$ cat config.mk
export PLATFORM = sky130hd
export DESIGN_NAME = dfi_cmd_encoder
export DESIGN_NICKNAME = d
export VERILOG_FILES = /design/src/rtl/dfi_cmd_encoder.sv
export SDC_FILE = /design/constraint.sdc
export NUM_CORES = 1
export LEC_CHECK = 0
export CAP_MARGIN = 10
export CORE_MARGIN = 2
export CORE_UTILIZATION = 58
export CTS_CLUSTER_DIAMETER = 200
export CTS_CLUSTER_SIZE = 12
export DETAILED_ROUTE_END_ITERATION = 16
export DONT_BUFFER_PORTS = 1
export MAX_ROUTING_LAYER = met4
export PLACE_DENSITY = 0.82
export SYNTH_ARGS = -nofsm -noshare
export SYNTH_HDL_FRONTEND = slang
export SYNTH_SLANG_ARGS = --single-unit
$ cat constraint.sdc
create_clock -name clk -period 1.7 [get_ports clk]
set_clock_uncertainty 0.2 [all_clocks]
set_input_delay 0.34 -clock clk [delete_from_list [all_inputs] [get_ports clk]]
set_output_delay 0.34 -clock clk [all_outputs]
set_load 0.01 [all_outputs]
$ cat src/rtl/dfi_cmd_encoder.sv
module dfi_cmd_encoder (
  input  logic        clk,
  input  logic        rst_n,
  input  logic        dfi_cs_n,
  input  logic        dfi_ras_n,
  input  logic        dfi_cas_n,
  input  logic        dfi_we_n,
  input  logic [2:0]  dfi_bank,
  input  logic [15:0] dfi_address,
  input  logic        masked_wr_en,
  output logic [3:0]  cs_o,
  output logic [23:0] ca_o,
  output logic        long_o
);
  localparam logic [3:0] OP_ACT1 = 4'h1, OP_ACT2 = 4'h2, OP_RD1 = 4'h3, OP_WR1 = 4'h4,
                         OP_MWR1 = 4'h5, OP_CAS2 = 4'h6, OP_PRE = 4'h7, OP_REF = 4'h8,
                         OP_MRW1 = 4'h9, OP_MRW2 = 4'hA, OP_MPC = 4'hB;

  logic [5:0] c0, c1, c2, c3;
  logic       hit, lng;

  wire [12:0] row = dfi_address[12:0];
  wire [7:0]  col = dfi_address[7:0];
  wire [7:0]  ma  = dfi_address[15:8];
  wire [7:0]  val = dfi_address[7:0];
  wire [6:0]  mop = dfi_address[6:0];

  always_comb begin
    c0 = '0; c1 = '0; c2 = '0; c3 = '0;
    hit = 1'b0; lng = 1'b0;
    if (!dfi_cs_n) begin
      case ({dfi_ras_n, dfi_cas_n, dfi_we_n})
        3'b011: begin
          c0 = {row[12:11], OP_ACT1}; c1 = row[10:5];
          c2 = {row[4:3], OP_ACT2};   c3 = {row[2:0], dfi_bank};
          hit = 1'b1; lng = 1'b1;
        end
        3'b101: begin
          c0 = {2'b00, OP_RD1};       c1 = {3'b000, dfi_bank};
          c2 = {col[7:6], OP_CAS2};   c3 = col[5:0];
          hit = 1'b1; lng = 1'b1;
        end
        3'b100: begin
          c0 = {2'b00, masked_wr_en ? OP_MWR1 : OP_WR1};
          c1 = {3'b000, dfi_bank};
          c2 = {col[7:6], OP_CAS2};   c3 = col[5:0];
          hit = 1'b1; lng = 1'b1;
        end
        3'b000: begin
          c0 = {val[7:6], OP_MRW1};   c1 = ma[5:0];
          c2 = {ma[7:6], OP_MRW2};    c3 = val[5:0];
          hit = 1'b1; lng = 1'b1;
        end
        3'b010: begin
          c0 = {dfi_address[10], 1'b0, OP_PRE}; c1 = {3'b000, dfi_bank};
          hit = 1'b1;
        end
        3'b001: begin
          c0 = {2'b00, OP_REF};
          hit = 1'b1;
        end
        3'b110: begin
          c0 = {mop[6], 1'b0, OP_MPC}; c1 = mop[5:0];
          hit = 1'b1;
        end
        default: ;
      endcase
    end
  end

  always_ff @(posedge clk) begin
    if (!rst_n) begin
      cs_o   <= '0;
      ca_o   <= '0;
      long_o <= 1'b0;
    end else begin
      cs_o   <= {1'b0, lng, 1'b0, hit};
      ca_o   <= {c3, c2, c1, c0};
      long_o <= lng;
    end
  end
endmodule


==> flow_summary.yaml, run 1 <==
worst_setup_path:
  critPathRequiredTime_ns: 1.77
  cp-start-kind: "primary input"
  critical_path.max_stage_delay_ns: 0.58
  critPathLaunch: "dfi_cs_n"
  worst-endpoint-arrival_ns: 1.52
  end_kind: "flip-flop"
  timing.critical_path.slowest_stage_cell: "dlygate4sd3_1"
  crit_family: "buffers and inverters"
  path_class: "in -> reg"
  maximum_fanout_along_the_worst_path: 17
  critical_path_buffers_and_inverters: 2
  crit_chain: "nand2b_1 -> buf_4 -> nor4_2 -> dlygate4sd3_1"
power:
  cellPowerDensity_nw_per_um2: 747
  design_power_total_w: 0.00103
  seqPwrFrac: 0.609
  worst_ir_drop_vdd_v: 0.000563
  clockPowerShare: 0.249
  power.net_switching_w: 0.000249
  switching_share: 0.243
  cellLeakagePower_nw: 0.511
  power.internal_w: 0.000776
  combinationalPowerShare: 0.142
detailed_routing:
  drt-wirelength-per-cell_um: 16.2
  post_route_wl_mm: 2.77
  routed-via-count: 1014
  via_per_inst: 5.93
  post_detailed_route_drc_marker_count: 0
  postRouteAntennaNets: 0
  first_iter_violations: 25
  drt-pass1-iter-count: 4
finish:
  antennaDiodeCount: 0
  area.growth.synth_to_final_pct: 10.9
  mostFrequentLayoutCell: "dfxtp_1"
  design.final.nets: 171
  postLayoutCoreUtil: 0.693
  layout.cells.most_common_list: "25 x dfxtp_1, 15 x nand3_1, 14 x a21oi_1, 14 x dlygate4sd3_1, 8 x or3b_1"
  fraction_of_layout_instances_using_a_drive_strength_above_1: 0.0764
run_status:
  run_status: "finished, final reports clean"
global_route:
  first_pass_grt_wire_length_mm: 4.57
  overflow: 0
  grt_use_total: 0.242
  grt_pass1_vias: 1003
  antenna_violations_before_repair: 0
  largest_net_degree_at_the_start_of_global_routing: 30
logic_synthesis:
  synth_area_um2: 1240
  yosysWarningCount: 0
  synth_edf_count: 0
  synth-seq-cells: 25
  synth_async_sr_flop_share: 0
  yosysSeqAreaShare: 0.404
  syn_inst: 139
  synth_flop_cell: "dfxtp_1"
  synth_cell_type_count: 34
  synth_area_per_cell_um2: 8.90
clock_tree:
  cts_sinks: 25
  cts.reportedPaths.clkPinSlew_ns: 0.12
  cts_buffer_depth: 2
  cts.htree.levels: 1
  tritoncts: "done"
  cts_buf_count: 3
  postCtsSetupRepairBufs: 0
  cts-root-buf: "clkbuf_4"
sta:
  fin_crit_ns: 1.45
  tightestPinTransition_ns: 0.692
  slew-limit-headroom: 0.539
  fin_setup_tns_ns: 0
  final_critical_path_setup_slack_ns: 0.253
  clock.fmax_mhz: 691
  final_critical_path_share_of_the_clock_period: 0.851
  final_max_slew_viol_count: 0
  timing.final.setup_violations: 0
  timing_hold_violations_final: 0
  grt_setup_unrepaired: "no"
placement:
  dpl_worst_slack_ns: 0.390
  gp_congestion: 0.867
  hpwl_mm: 1.63
  port_buffers: 0
min_path:
  hold_path_end: "ca_o[4]"
  min-delay-start: "dfi_we_n"
  hold_depth: 2
  min-delay-path-class: "in -> reg"
die:
  die_x_um: 50.2
  floorplan.rows: 16
  dieHeight_um: 50.2
  initial_utilization: 0.624
  num_io_pins: 55
  placeable_area_um2: 1980
  design.die.area_um2: 2520
job:
  max_cap_violations: 0
## repair_timing
action                                 in CTS  in global routing
gates resized for setup                     0                  3
setup endpoints to repair                   0                  3
hold buffers                               16                  0
endpoints found under the hold margin      18                  0
## layout make-up
type | instances | area (um^2)
repair buffers | 18 | 180
fillers | 147 | 609
clock buffers | 4 | 26.3
flip-flops and latches | 25 | 500
inverters | 1 | 3.75
multi-input cells | 96 | 628
well taps | 27 | 33.8
## power groups by stage
stage                      logic, W  registers, W  clock network, W
final                      0.000145      0.000625          0.000255
after detailed placement   0.000101      0.000638                 0
after global placement    0.0000975      0.000638                 0
after floorplan            0.000134      0.000636                 0
after global routing       0.000159      0.000627          0.000285
after CTS                  0.000141      0.000625          0.000266
## state kept, by name, indices dropped and copies added (netlist names)
name	count
ca_o	23
cs_o	2
## routing by layer
metal	track usage	vias to the layer above	wire length, um	part of all wire
met5	-	-	0	0
met4	0.134	0	78	0.028
met3	0.0446	7	218	0.079
met2	0.371	56	1320	0.48
met1	0.301	455	1150	0.42
li1	-	496	-	-
## cell usage after synthesis (4+ instances only)
cell type	number	area, um^2
dfxtp_1	25	500
nand3_1	15	75.1
a21oi_1	14	70.1
or3b_1	8	70.1
buf_2	7	35.0
nand2_1	7	26.3
nand3b_1	7	52.6
buf_4	6	45.0
o21a_1	6	45.0
nand2b_1	4	25.0
nor2_1	4	15.0
## through the flow
| stage | std cells | hold WS [ns] | instance area (um^2) |
|---|---|---|---|
| after global routing | 171 | 0.00861 | 1370 |
| after detailed placement | 151 | 0.221 | 1170 |
| after global placement | 151 | 0.222 | 1170 |
| final | 171 | 0.0199 | 1370 |
| after CTS | 171 | 0.00656 | 1360 |
| after floorplan | 141 | 0.263 | 1240 |
## cells by family after synthesis
group           count (synthesis)  share of synthesized area
buf+inv                        20                     0.0991
compound gates                 33                      0.181
flops                          25                      0.404
xor+xnor                        2                     0.0202
mux                             4                     0.0334
simple gates                   54                      0.259
other cells                     1                    0.00303
## how the worst max path moves through the flow
stage,endpoint,slack [ns],depth (start not counted)
global placement,ca_o[16],0.42,3
global route,ca_o[15],0.23,4
floorplan,ca_o[11],0.32,5
detailed placement,ca_o[5],0.39,3
finish,ca_o[15],0.25,4
CTS,ca_o[15],0.03,3
(Power assumes the default switching activity.)
==> run 2: changes to the inputs <==
--- a/config.mk
+++ b/config.mk
@@ -5,6 +5,7 @@
 export SDC_FILE = /design/constraint.sdc
 export NUM_CORES = 1
 export LEC_CHECK = 0
+export ABC_CLOCK_PERIOD_IN_PS = 1700
 export CAP_MARGIN = 10
 export CORE_MARGIN = 2
 export CORE_UTILIZATION = 58
@@ -14,6 +15,8 @@
 export DONT_BUFFER_PORTS = 1
 export MAX_ROUTING_LAYER = met4
 export PLACE_DENSITY = 0.82
+export RECOVER_POWER = 50
+export SLEW_MARGIN = 25
 export SYNTH_ARGS = -nofsm -noshare
 export SYNTH_HDL_FRONTEND = slang
 export SYNTH_SLANG_ARGS = --single-unit
==> run 2 against run 1 <==
  * Routed wire length down 0.14%
  * Combinational power about the same
  * Setup slack better by 0.0053 ns
  * Critical path type unchanged
  * Critical path depth unchanged
  * Critical endpoint unchanged
  * Largest cell class unchanged
  * Die area unchanged
  * Final cell count unchanged
==> flow_summary.yaml, run 2 (synthesized netlist as in run 1, its figures left out) <==
clock_tree:
  postCtsSetupRepairBufs: 0
  cts_buf_count: 3
  tritoncts: "done"
  cts.htree.levels: 1
  cts.reportedPaths.clkPinSlew_ns: 0.12
  cts-root-buf: "clkbuf_4"
  cts_buffer_depth: 2
  cts_sinks: 25
min_path:
  min-delay-path-class: "in -> reg"
finish:
  design.final.nets: 171
  fraction_of_layout_instances_using_a_drive_strength_above_1: 0.0694
  mostFrequentLayoutCell: "dfxtp_1"
  largest-register: "ca_o"
  layout.cells.most_common_list: "25 x dfxtp_1, 15 x nand3_1, 14 x a21oi_1, 14 x dlygate4sd3_1, 8 x or3b_1"
  postLayoutCoreUtil: 0.686
  reg.largest.list: "ca_o: 23 flops, cs_o: 2 flops"
  largest_register_ff_count: 23
  area.growth.synth_to_final_pct: 9.91
  filler_cell_count_in_the_final_layout: 151
  antennaDiodeCount: 0
die:
  num_io_pins: 55
  design.die.area_um2: 2520
  die_x_um: 50.2
  initial_utilization: 0.624
  placeable_area_um2: 1980
  floorplan.rows: 16
  dieHeight_um: 50.2
power:
  clockPowerShare: 0.250
  power.internal_w: 0.000774
  worst_ir_drop_vdd_v: 0.000562
  combinationalPowerShare: 0.139
  cellLeakagePower_nw: 0.496
  switching_share: 0.243
  seqPwrFrac: 0.611
  power.net_switching_w: 0.000249
  design_power_total_w: 0.00102
  cellPowerDensity_nw_per_um2: 752
sta:
  slew-limit-headroom: 0.451
  tightestPinTransition_ns: 0.824
  grt_setup_unrepaired: "no"
  fin_crit_ns: 1.44
  timing_hold_violations_final: 0
  timing.final.setup_violations: 0
  final_critical_path_share_of_the_clock_period: 0.848
  fin_setup_tns_ns: 0
  final_max_slew_viol_count: 0
  clock.fmax_mhz: 694
placement:
  hpwl_mm: 1.63
  gp_congestion: 0.867
  port_buffers: 0
detailed_routing:
  drt-pass1-iter-count: 4
  drt-wirelength-per-cell_um: 16.2
  routed-via-count: 1026
  post_route_wl_mm: 2.76
  first_iter_violations: 25
  via_per_inst: 6.00
  post_detailed_route_drc_marker_count: 0
  postRouteAntennaNets: 0
worst_setup_path:
  critPathRequiredTime_ns: 1.77
  timing.critical_path.slowest_stage_cell: "dlygate4sd3_1"
  worst-endpoint-arrival_ns: 1.51
  cp-start-kind: "primary input"
  path_class: "in -> reg"
  crit_chain: "nand2b_1 -> buf_4 -> nor4_2 -> dlygate4sd3_1"
  end_kind: "flip-flop"
  critical_path.max_stage_delay_ns: 0.58
  maximum_fanout_along_the_worst_path: 17
global_route:
  overflow: 0
  antenna_violations_before_repair: 0
  grt_use_total: 0.242
  largest_net_degree_at_the_start_of_global_routing: 30
  first_pass_grt_wire_length_mm: 4.57
  grt_pass1_vias: 1003
run_status:
  run_status: "finished, final reports clean"
job:
  max_cap_violations: 0
-- run 2: cell count changes in the layout (fill, tap and decap cells not counted) --
cell	change
clkbuf_1	+2
buf_4	-1
dlymetal6s4s_1	-1
-- run 2: timing repair --
action	4_1_cts	5_1_grt
gates resized for setup	0	3
setup endpoints to repair	0	3
hold buffers	16	0
endpoints found under the hold margin	18	0
-- run 2: per-layer routing --
| layer | part of all wire | track usage | routed length (um) |
|---|---|---|---|
| met1 | 0.41 | 0.301 | 1150 |
| met2 | 0.48 | 0.371 | 1330 |
| met3 | 0.076 | 0.0446 | 211 |
| met4 | 0.028 | 0.134 | 78 |
| met5 | 0 | - | 0 |
-- run 2: power by group through the flow --
stage	Combinational, W	Sequential (W)	Clock (W)
2_1_floorplan	0.000134	0.000636	0
6_report	0.000143	0.000625	0.000255
5_1_grt	0.000157	0.000627	0.000285
3_3_place_gp	0.0000975	0.000638	0
3_5_place_dp	0.000101	0.000638	0
4_1_cts	0.000141	0.000625	0.000266
-- run 2: final cells by class --
class	count	area, um^2	share of cell area
clock buffer	4	26.3	0.0193
inverter	1	3.75	0.00276
multi-input combinational	96	628	0.462
sequential	25	500	0.368
tap	27	33.8	0.0248
timing repair buffer	18	168	0.123
-- run 2: stage by stage --
stage	instances	area (um^2)	setup slack [ns]	hold slack, ns
after global placement	151	1170	0.419	0.222
final	171	1360	0.258	0.0211
after CTS	171	1360	0.0310	0.00656
after detailed placement	151	1170	0.390	0.221
after floorplan	141	1240	0.317	0.263
after global routing	171	1360	0.225	0.00861
-- run 2: worst paths after layout --
kind | depth (start not counted) | slack (ns) | to | start
worst max-delay path | 4 | 0.26 | ca_o[15] | dfi_cs_n
worst min-delay path | 2 | 0.02 | ca_o[4] | dfi_we_n
-- run 2: critical path: cells and delay by family --
family                 cells  cell delay (ns)
AND/OR/NAND/NOR            2             0.35
buffers and inverters      2             0.81
